$ cat src/rtl/ioc_pkg.sv
package ioc_pkg;
  localparam int INSN_W     = 32;
  localparam int PC_W       = 64;
  localparam int MSR_W      = 64;
  localparam int INSN_BYTES = INSN_W / 8;
  localparam int OPC_W      = 6;

  typedef struct packed {
    logic [INSN_W-1:0] insn;
    logic [PC_W-1:0]   pc;
    logic [MSR_W-1:0]  msr;
    logic              bigend;
  } fetch_pkt_t;

  typedef struct packed {
    fetch_pkt_t f;
    logic       may_fault;
  } dec_pkt_t;

  typedef enum logic [1:0] {
    F_IDLE = 2'd0,
    F_WAIT = 2'd1,
    F_HOLD = 2'd2
  } fstate_e;

  function automatic logic [INSN_W-1:0] byte_rev(input logic [INSN_W-1:0] w);
    logic [INSN_W-1:0] r;
    for (int b = 0; b < INSN_BYTES; b++)
      r[b*8 +: 8] = w[(INSN_BYTES-1-b)*8 +: 8];
    return r;
  endfunction

  // load/store (major opcode 32..63), branch (16, 18, 19), trap (2, 3, 17)
  function automatic logic op_may_fault(input logic [OPC_W-1:0] op);
    logic hit;
    hit = op[OPC_W-1];
    case (op)
      6'd2, 6'd3, 6'd16, 6'd17, 6'd18, 6'd19: hit = 1'b1;
      default: ;
    endcase
    return hit;
  endfunction
endpackage

$ cat src/rtl/ioc_dbg_ctrl.sv
module ioc_dbg_ctrl #(
  parameter int NUM_FU = 4
) (
  input  logic              clk,
  input  logic              rst_n,
  input  logic              start,
  input  logic              stop,
  input  logic              step,
  input  logic              launch,
  input  logic              fe_empty,
  input  logic [NUM_FU-1:0] fu_busy,
  output logic              go,
  output logic              stopped
);
  logic run_q;
  logic credit_q;

  always_ff @(posedge clk) begin
    if (!rst_n) begin
      run_q    <= 1'b0;
      credit_q <= 1'b0;
    end else begin
      if (stop)       run_q <= 1'b0;
      else if (start) run_q <= 1'b1;

      if (stop)                 credit_q <= 1'b0;
      else if (launch)          credit_q <= 1'b0;
      else if (step && !run_q)  credit_q <= 1'b1;
    end
  end

  assign go      = run_q | credit_q;
  assign stopped = !run_q && !credit_q && fe_empty && !(|fu_busy);

  AST_STEP_ONE_SHOT: assert property (@(posedge clk) disable iff (!rst_n)
    (launch && !run_q) |=> !credit_q);

  AST_STOP_WINS: assert property (@(posedge clk) disable iff (!rst_n)
    stop |=> !go);
endmodule

$ cat src/rtl/ioc_fetch.sv
module ioc_fetch
  import ioc_pkg::*;
#(
  parameter int MSR_LE_BIT = 0
) (
  input  logic              clk,
  input  logic              rst_n,
  input  logic              go,
  input  logic              pc_we,
  input  logic [PC_W-1:0]   pc_wdata,
  input  logic [MSR_W-1:0]  msr_i,
  output logic              imem_req_valid,
  input  logic              imem_req_ready,
  output logic [PC_W-1:0]   imem_req_addr,
  input  logic              imem_rsp_valid,
  input  logic [INSN_W-1:0] imem_rsp_data,
  input  logic              core_busy,
  output logic              out_valid,
  input  logic              out_ready,
  output fetch_pkt_t        out_pkt,
  output logic              launch,
  output logic              idle
);
  fstate_e        st_q;
  logic [PC_W-1:0] pc_q;
  fetch_pkt_t     pkt_q;
  logic           req_fire;
  logic           out_fire;

  assign imem_req_valid = go && (st_q == F_IDLE);
  assign imem_req_addr  = pc_q;
  assign req_fire       = imem_req_valid && imem_req_ready;
  assign out_valid      = (st_q == F_HOLD) && !core_busy;
  assign out_fire       = out_valid && out_ready;
  assign out_pkt        = pkt_q;
  assign launch         = req_fire;
  assign idle           = (st_q == F_IDLE);

  always_ff @(posedge clk) begin
    if (!rst_n) begin
      st_q  <= F_IDLE;
      pc_q  <= '0;
      pkt_q <= '0;
    end else begin
      if (pc_we)         pc_q <= pc_wdata;
      else if (req_fire) pc_q <= pc_q + PC_W'(INSN_BYTES);

      case (st_q)
        F_IDLE: if (req_fire) begin
          st_q         <= F_WAIT;
          pkt_q.pc     <= pc_q;
          pkt_q.msr    <= msr_i;
          pkt_q.bigend <= ~msr_i[MSR_LE_BIT];
        end
        F_WAIT: if (imem_rsp_valid) begin
          st_q       <= F_HOLD;
          pkt_q.insn <= imem_rsp_data;
        end
        F_HOLD: if (out_fire) st_q <= F_IDLE;
        default: st_q <= F_IDLE;
      endcase
    end
  end

  AST_PC_ADVANCE: assert property (@(posedge clk) disable iff (!rst_n)
    (req_fire && !pc_we) |=> (pc_q == $past(pc_q) + PC_W'(INSN_BYTES)));

  AST_PC_WRITE: assert property (@(posedge clk) disable iff (!rst_n)
    pc_we |=> (pc_q == $past(pc_wdata)));

  AST_HOLD_KEEPS_WORD: assert property (@(posedge clk) disable iff (!rst_n)
    ((st_q == F_HOLD) && !out_fire) |=> ((st_q == F_HOLD) && $stable(pkt_q)));
endmodule

$ cat src/rtl/ioc_decode.sv
module ioc_decode
  import ioc_pkg::*;
(
  input  logic       clk,
  input  logic       rst_n,
  input  logic       core_busy,
  input  logic       up_valid,
  output logic       up_ready,
  input  fetch_pkt_t up_pkt,
  output logic       dn_valid,
  input  logic       dn_ready,
  output dec_pkt_t   dn_pkt,
  output logic       empty
);
  dec_pkt_t pkt_q;
  dec_pkt_t nxt;
  logic     full_q;
  logic     in_fire;
  logic     out_fire;

  always_comb begin
    nxt.f = up_pkt;
    if (!up_pkt.bigend) nxt.f.insn = byte_rev(up_pkt.insn);
    nxt.may_fault = op_may_fault(nxt.f.insn[INSN_W-1 -: OPC_W]);
  end

  assign dn_valid = full_q && !core_busy;
  assign out_fire = dn_valid && dn_ready;
  assign up_ready = !core_busy && (!full_q || dn_ready);
  assign in_fire  = up_valid && up_ready;
  assign dn_pkt   = pkt_q;
  assign empty    = !full_q;

  always_ff @(posedge clk) begin
    if (!rst_n) begin
      full_q <= 1'b0;
      pkt_q  <= '0;
    end else if (in_fire) begin
      full_q <= 1'b1;
      pkt_q  <= nxt;
    end else if (out_fire) begin
      full_q <= 1'b0;
    end
  end

  AST_BUSY_FREEZES: assert property (@(posedge clk) disable iff (!rst_n)
    core_busy |=> (full_q == $past(full_q) && $stable(pkt_q)));

  AST_NO_DROP: assert property (@(posedge clk) disable iff (!rst_n)
    (full_q && !out_fire) |=> (full_q && $stable(pkt_q)));
endmodule

$ cat src/rtl/ioc_issue.sv
module ioc_issue
  import ioc_pkg::*;
(
  input  logic     clk,
  input  logic     rst_n,
  input  logic     up_valid,
  output logic     up_ready,
  input  dec_pkt_t up_pkt,
  input  logic     hazard,
  input  logic     exc_clear,
  output logic     out_valid,
  input  logic     out_ready,
  output logic     fence_open
);
  logic fence_q;
  logic out_fire;

  assign out_valid  = up_valid && !hazard && !fence_q;
  assign up_ready   = out_ready && !hazard && !fence_q;
  assign out_fire   = out_valid && out_ready;
  assign fence_open = fence_q;

  always_ff @(posedge clk) begin
    if (!rst_n)                          fence_q <= 1'b0;
    else if (out_fire && up_pkt.may_fault) fence_q <= 1'b1;
    else if (exc_clear)                  fence_q <= 1'b0;
  end

  AST_FAULT_WINDOW: assert property (@(posedge clk) disable iff (!rst_n)
    (out_fire && up_pkt.may_fault) |=> !out_valid);

  AST_WINDOW_HOLDS: assert property (@(posedge clk) disable iff (!rst_n)
    (fence_q && !exc_clear) |=> !out_valid);
endmodule

$ cat src/rtl/inorder_issue_ctrl.sv
module inorder_issue_ctrl
  import ioc_pkg::*;
#(
  parameter int NUM_FU     = 4,
  parameter int MSR_LE_BIT = 0
) (
  input  logic              clk,
  input  logic              rst_n,
  input  logic              dbg_start,
  input  logic              dbg_stop,
  input  logic              dbg_step,
  input  logic              dbg_pc_we,
  input  logic [PC_W-1:0]   dbg_pc_wdata,
  output logic              dbg_stopped,
  input  logic [MSR_W-1:0]  msr_i,
  output logic              imem_req_valid,
  input  logic              imem_req_ready,
  output logic [PC_W-1:0]   imem_req_addr,
  input  logic              imem_rsp_valid,
  input  logic [INSN_W-1:0] imem_rsp_data,
  input  logic              core_busy_i,
  input  logic              hazard_i,
  input  logic [NUM_FU-1:0] fu_busy_i,
  input  logic              exc_clear_i,
  output logic              iss_valid,
  input  logic              iss_ready,
  output logic [INSN_W-1:0] iss_insn,
  output logic [PC_W-1:0]   iss_pc,
  output logic [MSR_W-1:0]  iss_msr,
  output logic              iss_bigend,
  output logic              iss_may_fault
);
  logic       go, launch, f_idle;
  logic       f_valid, f_ready;
  fetch_pkt_t f_pkt;
  logic       d_valid, d_ready, d_empty;
  dec_pkt_t   d_pkt;
  logic       fence_open;
  logic       fe_empty;

  assign fe_empty = f_idle && d_empty && !fence_open;

  ioc_dbg_ctrl #(.NUM_FU(NUM_FU)) u_dbg (
    .clk      (clk),
    .rst_n    (rst_n),
    .start    (dbg_start),
    .stop     (dbg_stop),
    .step     (dbg_step),
    .launch   (launch),
    .fe_empty (fe_empty),
    .fu_busy  (fu_busy_i),
    .go       (go),
    .stopped  (dbg_stopped)
  );

  ioc_fetch #(.MSR_LE_BIT(MSR_LE_BIT)) u_fetch (
    .clk            (clk),
    .rst_n          (rst_n),
    .go             (go),
    .pc_we          (dbg_pc_we),
    .pc_wdata       (dbg_pc_wdata),
    .msr_i          (msr_i),
    .imem_req_valid (imem_req_valid),
    .imem_req_ready (imem_req_ready),
    .imem_req_addr  (imem_req_addr),
    .imem_rsp_valid (imem_rsp_valid),
    .imem_rsp_data  (imem_rsp_data),
    .core_busy      (core_busy_i),
    .out_valid      (f_valid),
    .out_ready      (f_ready),
    .out_pkt        (f_pkt),
    .launch         (launch),
    .idle           (f_idle)
  );

  ioc_decode u_dec (
    .clk       (clk),
    .rst_n     (rst_n),
    .core_busy (core_busy_i),
    .up_valid  (f_valid),
    .up_ready  (f_ready),
    .up_pkt    (f_pkt),
    .dn_valid  (d_valid),
    .dn_ready  (d_ready),
    .dn_pkt    (d_pkt),
    .empty     (d_empty)
  );

  ioc_issue u_iss (
    .clk        (clk),
    .rst_n      (rst_n),
    .up_valid   (d_valid),
    .up_ready   (d_ready),
    .up_pkt     (d_pkt),
    .hazard     (hazard_i),
    .exc_clear  (exc_clear_i),
    .out_valid  (iss_valid),
    .out_ready  (iss_ready),
    .fence_open (fence_open)
  );

  assign iss_insn      = d_pkt.f.insn;
  assign iss_pc        = d_pkt.f.pc;
  assign iss_msr       = d_pkt.f.msr;
  assign iss_bigend    = d_pkt.f.bigend;
  assign iss_may_fault = d_pkt.may_fault;

  AST_STOPPED_QUIET: assert property (@(posedge clk) disable iff (!rst_n)
    dbg_stopped |-> (!imem_req_valid && !iss_valid));

  AST_BUSY_NO_ISSUE: assert property (@(posedge clk) disable iff (!rst_n)
    core_busy_i |-> !iss_valid);

  AST_HAZARD_NO_ISSUE: assert property (@(posedge clk) disable iff (!rst_n)
    hazard_i |-> !iss_valid);

  AST_ISSUE_HOLDS: assert property (@(posedge clk) disable iff (!rst_n)
    (iss_valid && !iss_ready && !core_busy_i && !hazard_i) |=>
      (core_busy_i || hazard_i || (iss_valid && $stable(iss_pc))));
endmodule

$ cat config.mk
export PLATFORM = sky130hd
export DESIGN_NAME = inorder_issue_ctrl
export DESIGN_NICKNAME = d
export VERILOG_FILES = /design/src/rtl/ioc_pkg.sv /design/src/rtl/ioc_dbg_ctrl.sv /design/src/rtl/ioc_fetch.sv /design/src/rtl/ioc_decode.sv /design/src/rtl/ioc_issue.sv /design/src/rtl/inorder_issue_ctrl.sv
export SDC_FILE = /design/constraint.sdc
export NUM_CORES = 1
export LEC_CHECK = 0
export BUFFER_PORTS_ARGS = -buffer_cell sky130_fd_sc_hd__buf_2
export CAP_MARGIN = 20
export CORE_AREA = 2 2 265 136
export DETAILED_ROUTE_END_ITERATION = 7
export DIE_AREA = 0 0 267 138
export PLACE_DENSITY = 0.74
export SYNTH_ARGS = -nofsm -noshare
export SYNTH_HDL_FRONTEND = slang
export SYNTH_SLANG_ARGS = --single-unit
export TNS_END_PERCENT = 30
$ cat constraint.sdc
create_clock -name clk -period 3.1 [get_ports clk]
set_input_delay 0.465 -clock clk [delete_from_list [all_inputs] [get_ports clk]]
set_output_delay 0.465 -clock clk [all_outputs]
set_load 0.05 [all_outputs]
Word level (Yosys, flattened, before mapping)
Cells that the tools add are included.
Operators by class
  eq/ne operators: 11
  multiply operators: 0
  add/subtract/negate cells: 1
  bitwise gates (word level): 3
  divide/modulo/power cells: 0
  order comparisons: 0
  reductions and logical operators: 38
  shifts and indexed selects: 0
  multiplexer cells: 12
Operators by type and width (count)
  64-bit two-way mux: 2
  64-bit by 3-bit adder with 64-bit output, second input constant: 1
  32-bit two-way mux: 1
  6-bit by 5-bit equality test with 1-bit output, second input constant: 4
  1-bit logical AND: 19
  6-bit by 2-bit equality test with 1-bit output, second input constant: 2
  1-bit logical NOT: 7
  2-bit two-way mux: 3
  2-bit one-hot mux with 3 select lines: 1
  2-bit nonzero test: 3
  6-bit OR reduction: 1
  1-bit two-way mux: 5
  2-bit != test, second input constant: 2
  2-bit AND reduction: 2
  4-bit OR reduction: 1
  3-bit AND reduction: 1
  3-bit OR reduction: 1
  2-bit by 1-bit equality test with 1-bit output, second input constant: 1
  2-bit equality test, second input constant: 1
  2-bit logical NOT: 1
  2-bit by 1-bit != test with 1-bit output, second input constant: 1
  1-bit NOT: 2
  2-bit OR reduction: 1
  1-bit logical OR: 1
  1-bit OR: 1
Word-level totals
  output and inout bits: 229
  memories: 0
  ROM bits: 0
  word-level logic and storage cells: 80
  flip-flop bits (word level): 393
  memory bits (writable): 0
  latch bits: 0

Logic depth before layout (Yosys ltp)
  depth after elaboration: 8
  gate-level depth with buffers: 8
  gate-level depth less buffers: 5

Modules after synthesis
From an unflattened synthesis, not the netlist that was laid out.
Second synthesis, totals
  cells, all modules: 1939
  area total of the unflattened synthesis: 16180.5 µm²
By module, submodules not included
  ioc_fetch: area each 9556.7 µm², times used 1, cells each 1170
  ioc_decode: area each 6458.7 µm², times used 1, cells each 753
  ioc_dbg_ctrl: area each 96.3 µm², times used 1, cells each 10
  ioc_issue: area each 60.1 µm², times used 1, cells each 5
  inorder_issue_ctrl: area each 8.8 µm², times used 1, cells each 1

Least setup slack after synthesis
OpenSTA, ideal clock, no wires.
  kind: input port to flip-flop
  start point: input port hazard_i
  end point: register u_iss.fence_q (netlist: u_iss.fence_open)
  path slack: 0.371 ns
  cell stages on the path: 3
  path buffers: 0
  setup time: 0.072 ns
  arrival: 2.657 ns
  cell sequence: nor4b_1 > a32oi_1 > nor2_1
Between the ends
  word-level cells in the longest chain between the ends: 6
  elaborated cells between the ends (all ways): 7
Ends and longest elaborated chain
  start: declaration: line inorder_issue_ctrl.sv:22  | input logic hazard_i,
  1-bit logical NOT *: line ioc_issue.sv:18  | assign out_valid = up_valid && !hazard && !fence_q;
  1-bit logical AND * (2 in a row): line ioc_issue.sv:18
  1-bit logical AND *: line ioc_issue.sv:20  | assign out_fire = out_valid && out_ready;
  1-bit logical AND *: line ioc_issue.sv:25  | else if (out_fire && up_pkt.may_fault) fence_q <= 1'b1;
  1-bit two-way mux or 2-bit nonzero test (tied branches)
  end signal: assignment: line ioc_issue.sv:24  | if (!rst_n) fence_q <= 1'b0;
  end signal: assignment: line ioc_issue.sv:25
  end signal: assignment: line ioc_issue.sv:26  | else if (exc_clear) fence_q <= 1'b0;
  end: declaration: line ioc_issue.sv:15  | logic fence_q;
Mark *: on every way between the ends. The rest lies on a longest branch, timed or not.
A chain may end at the register's enable or synchronous reset.

Final worst setup path
  start point: register u_fetch.pc_q[5] (netlist: u_fetch.imem_req_addr[5])
  end point: register u_fetch.pc_q[51] (netlist: u_fetch.imem_req_addr[51])
Between the ends
  word-level cells in the longest chain between the ends: 3
Ends and longest elaborated chain
  start: declaration: line ioc_fetch.sv:25  | logic [PC_W-1:0] pc_q;
  start signal: assignment: line ioc_fetch.sv:45  | if (pc_we) pc_q <= pc_wdata;
  start signal: assignment: line ioc_fetch.sv:46  | else if (req_fire) pc_q <= pc_q + PC_W'(INSN_BYTES);
  64-bit by 3-bit adder with 64-bit output: line ioc_fetch.sv:46
  64-bit two-way mux: line ioc_fetch.sv:46
  64-bit two-way mux: line ioc_fetch.sv:45
No other way between the ends. The select of a mux whose other input is x is not followed.

==> metrics.md <==
| Metric | Value |
|---|---|
| Top Family by Delay on Critical Path | `simple AND/OR/NAND/NOR gates` |
| Slowest CP cell | `or3_1` |
| FF/Latch Area | `7870 sq um` |
| Post-DP HPWL | `38.0 mm` |
| Reg-to-reg slack, setup | `between 400 and 500 ps` |
| Max Clk Rate | `about 370 MHz` |
| # fillers | `3343` |
| RSZ-0062 raised after global routing | `no` |
| CTS tree | `yes` |
| Nets | `approximately 2500` |
| Worst-path clk slew | `~60 ps` |
| Final Skew | `around 17 ps` |
| Latest clock arrival within the worst-skew pair | `~530 ps` |
| Core area | `35000 sq um` |
| #FFs+latches synth | `393` |
| Power, Total | `11000 uW` |
| Critical Path AT | `between 3000 and 4000 ps` |
| Leakage | `just over 0.007 uW` |
| Avg Cell Area, Syn | `7.89 sq um` |
| First-pass GRT wire length | `around 80 mm` |
| Max-slew violations | `0` |
| Remaining Overflow, GRT | `0` |
| Critical Path Start | `u_fetch.imem_req_addr[5]` |
| Slew headroom | `0.499` |
| Number of routed nets with antenna violations | `0` |
| Syn Std Cell Area | `15400 sq um` |
| Die H | `between 100 and 150 um` |
| CP max stage delay | `520 ps` |
| FP Rows | `slightly below 50` |
| Multi-input logic area | `6930 sq um` |
| Area delta synth->final | `24.5%` |
| TritonCTS buffer count | `38` |
| CP startpoint kind | `register` |
| Die W | `roughly 270 um` |
| Worst hold path class | `in2reg` |
| DRC | `0` |
| Ys flop type | `dfxtp_1` |
| Fraction of layout cells with a size suffix above 1 | `0.226` |
| Mean number of vias per cell | `5.46` |
| Initial antenna violation count | `10` |
| Post-Synth Simple-Gate Area | `0.244` |
| Post-synth top area share | `0.512` |
| Initial Utilization | `0.439` |
| Hold_ws | `between 150 and 200 ps` |
| Largest family of logic cells by synthesized area | `simple AND/OR/NAND/NOR gates` |
| Drt pass-1 iters | `6` |
| CP Max Fanout | `10` |
| Reg-to-reg critical path startpoint | `u_fetch.imem_req_addr[5]` |
| Dominant cell type by area after synthesis | `dfxtp_1` |
| CTS Buffer Depth | `3` |
| Final hold vios | `0` |
| Setup Crit Path Kind | `reg2reg` |
| XOR/XNOR Fraction of Synth Area | `0.0108` |
| Finish-stage setup viols | `0` |
| Status | `complete, no violations` |
| 1st-iter DRT viols | `1614` |
| Syn Nets | `approximately 2100` |
| Via count | `around 15000` |
| Clk root buf | `clkbuf_16` |
| Max rail drop VDD | `between 0.3 and 0.4 mV` |
| Clock H-tree levels | `2` |
| Ranking of synthesized cells by area | `dfxtp_1, nand2_1, a21oi_1` |
| Worst-path cell chain | `and4_1, nand4_2, buf_4, or3_1, o41ai_1, o2111a_1` |
| Io pins | `approximately 410` |
| Max Cap Violations | `0` |
| Largest net degree at the start of global routing | `around 110` |
| GRT Resource Usage Total | `0.276` |
| Compound-Gate Fraction of Synth Area | `0.168` |
| WP data required | `about 3600 ps` |
| HP Start | `dbg_pc_wdata[0]` |
| Endpoint type of the worst setup path | `register` |
| Tmin final | `roughly 2700 ps` |
| Post-cts hold buffer count | `0` |
| Vias in the first global route | `about 14000` |
| Seq/Total Area, Yosys | `0.512` |
| Drt total wl | `around 53 mm` |
| Die area | `between 30000 and 40000 sq um` |
| DR WL/cell | `between 15 and 20 um` |
| Adder-cell share of the synthesized area | `0.000814` |
| Resized cells post-CTS | `0` |
| Synth warn | `0` |
| Setup bufs post-CTS | `0` |
| TritonCTS Sinks | `393` |
| Worst-margin pin slew | `~750 ps` |
| Most frequent cells after synthesis | `nand2_1, dfxtp_1, a21oi_1` |
| Post-synth EDFFs | `0` |
| Period utilization | `0.861` |
| Mux cell area share after synthesis | `0.0241` |
| Placer Congestion | `between 1 and 1.5` |
| Cell variety after synth | `54` |
| Count leader, synth | `nand2_1` |
| Setup TNS | `0 ps` |
| Synthesized instance count | `~1900` |
| PortBufs | `404` |
| Critical path buffers and inverters | `1` |
| Ys async rst share | `0` |
| Power Dens Cells | `~570 nW/um^2` |
## state kept, by name, summed over array words and instances (netlist names)
name	cells
u_dbg.credit_q	1
u_dec.full_q	1
u_fetch.out_pkt	161
u_fetch.st_q	2
u_dbg.run_q	1
u_dec.dn_pkt	162
u_fetch.imem_req_addr	64
u_iss.fence_open	1
## per-stage QoR
step                      instances  cell area [sq um]   util  setup slack (ps)
after floorplan                1948              15400      -               371
after global placement         2733              17900  0.511               586
after detailed placement       2733              17900  0.511               502
after CTS                      2796              19100  0.546               474
after global routing           2804              19100  0.547               288
final                          2805              19100  0.547               430
## layer usage
metal / vias to the layer above / global-route usage / share of wire
met3: 97 / 0.0944 / 0.10
met5: - / 0 / 0.00051
met2: 627 / 0.393 / 0.42
li1: 7329 / - / -
met1: 7255 / 0.389 / 0.44
met4: 4 / 0.0931 / 0.029
## where the power goes
group          internal [uW]  switching, uW
Combinational            292            692
Clock                   2690           1990
Sequential              5180            147
Total                   8160           2830
## cell usage in the layout, fill, tap and decap left out, types with 14 or more instances in the layout
| cell | count |
|---|---|
| buf_4 | 42 |
| o31ai_1 | 15 |
| o21ai_0 | 48 |
| a31oi_1 | 22 |
| nand2_1 | 619 |
| nor3_1 | 24 |
| nand3_1 | 34 |
| nand4_1 | 23 |
| dfxtp_1 | 392 |
| nor2_1 | 77 |
| a21oi_1 | 308 |
| nor4_1 | 14 |
| mux2i_1 | 37 |
| or4_1 | 22 |
| a211oi_1 | 44 |
| clkbuf_16 | 39 |
| xnor2_1 | 16 |
| buf_2 | 404 |
| and4_1 | 15 |
## path summary, 6_finish.rpt
path,endpoint,depth (start not counted)
worst min register to register,u_dec.dn_pkt[117],2
worst max-delay path,u_fetch.imem_req_addr[51],6
worst min-delay path,u_fetch.imem_req_addr[0],3
worst max register to register,u_fetch.imem_req_addr[51],6
## cells by family (layout without fill, tap and decap cells)
| kind of cell | Yosys count | in the layout |
|---|---|---|
| AOI/OAI and AO/OA | 461 | 461 |
| xor gates and xnor gates | 19 | 19 |
| adders and majority gates | 1 | 1 |
| buffers and inverters | 161 | 525 |
| DFF | 393 | 393 |
| muxes | 37 | 37 |
| other | 0 | 9 |
| and+or+nand+nor | 876 | 876 |
## worst min-delay path, stage by stage
cell and delay [ps]:
buf_2 70, mux2i_1 50, nor2_1 70
## layout make-up
type	count	area share
sequential	393	0.411
multi-input combinational	1394	0.362
timing repair buffer	452	0.128
clock buffer	48	0.0538
tap	484	0.0316
clock inverter	15	0.00993
inverter	10	0.00235
antenna	9	0.00118
Note: power is estimated with default switching activity, not from simulation.
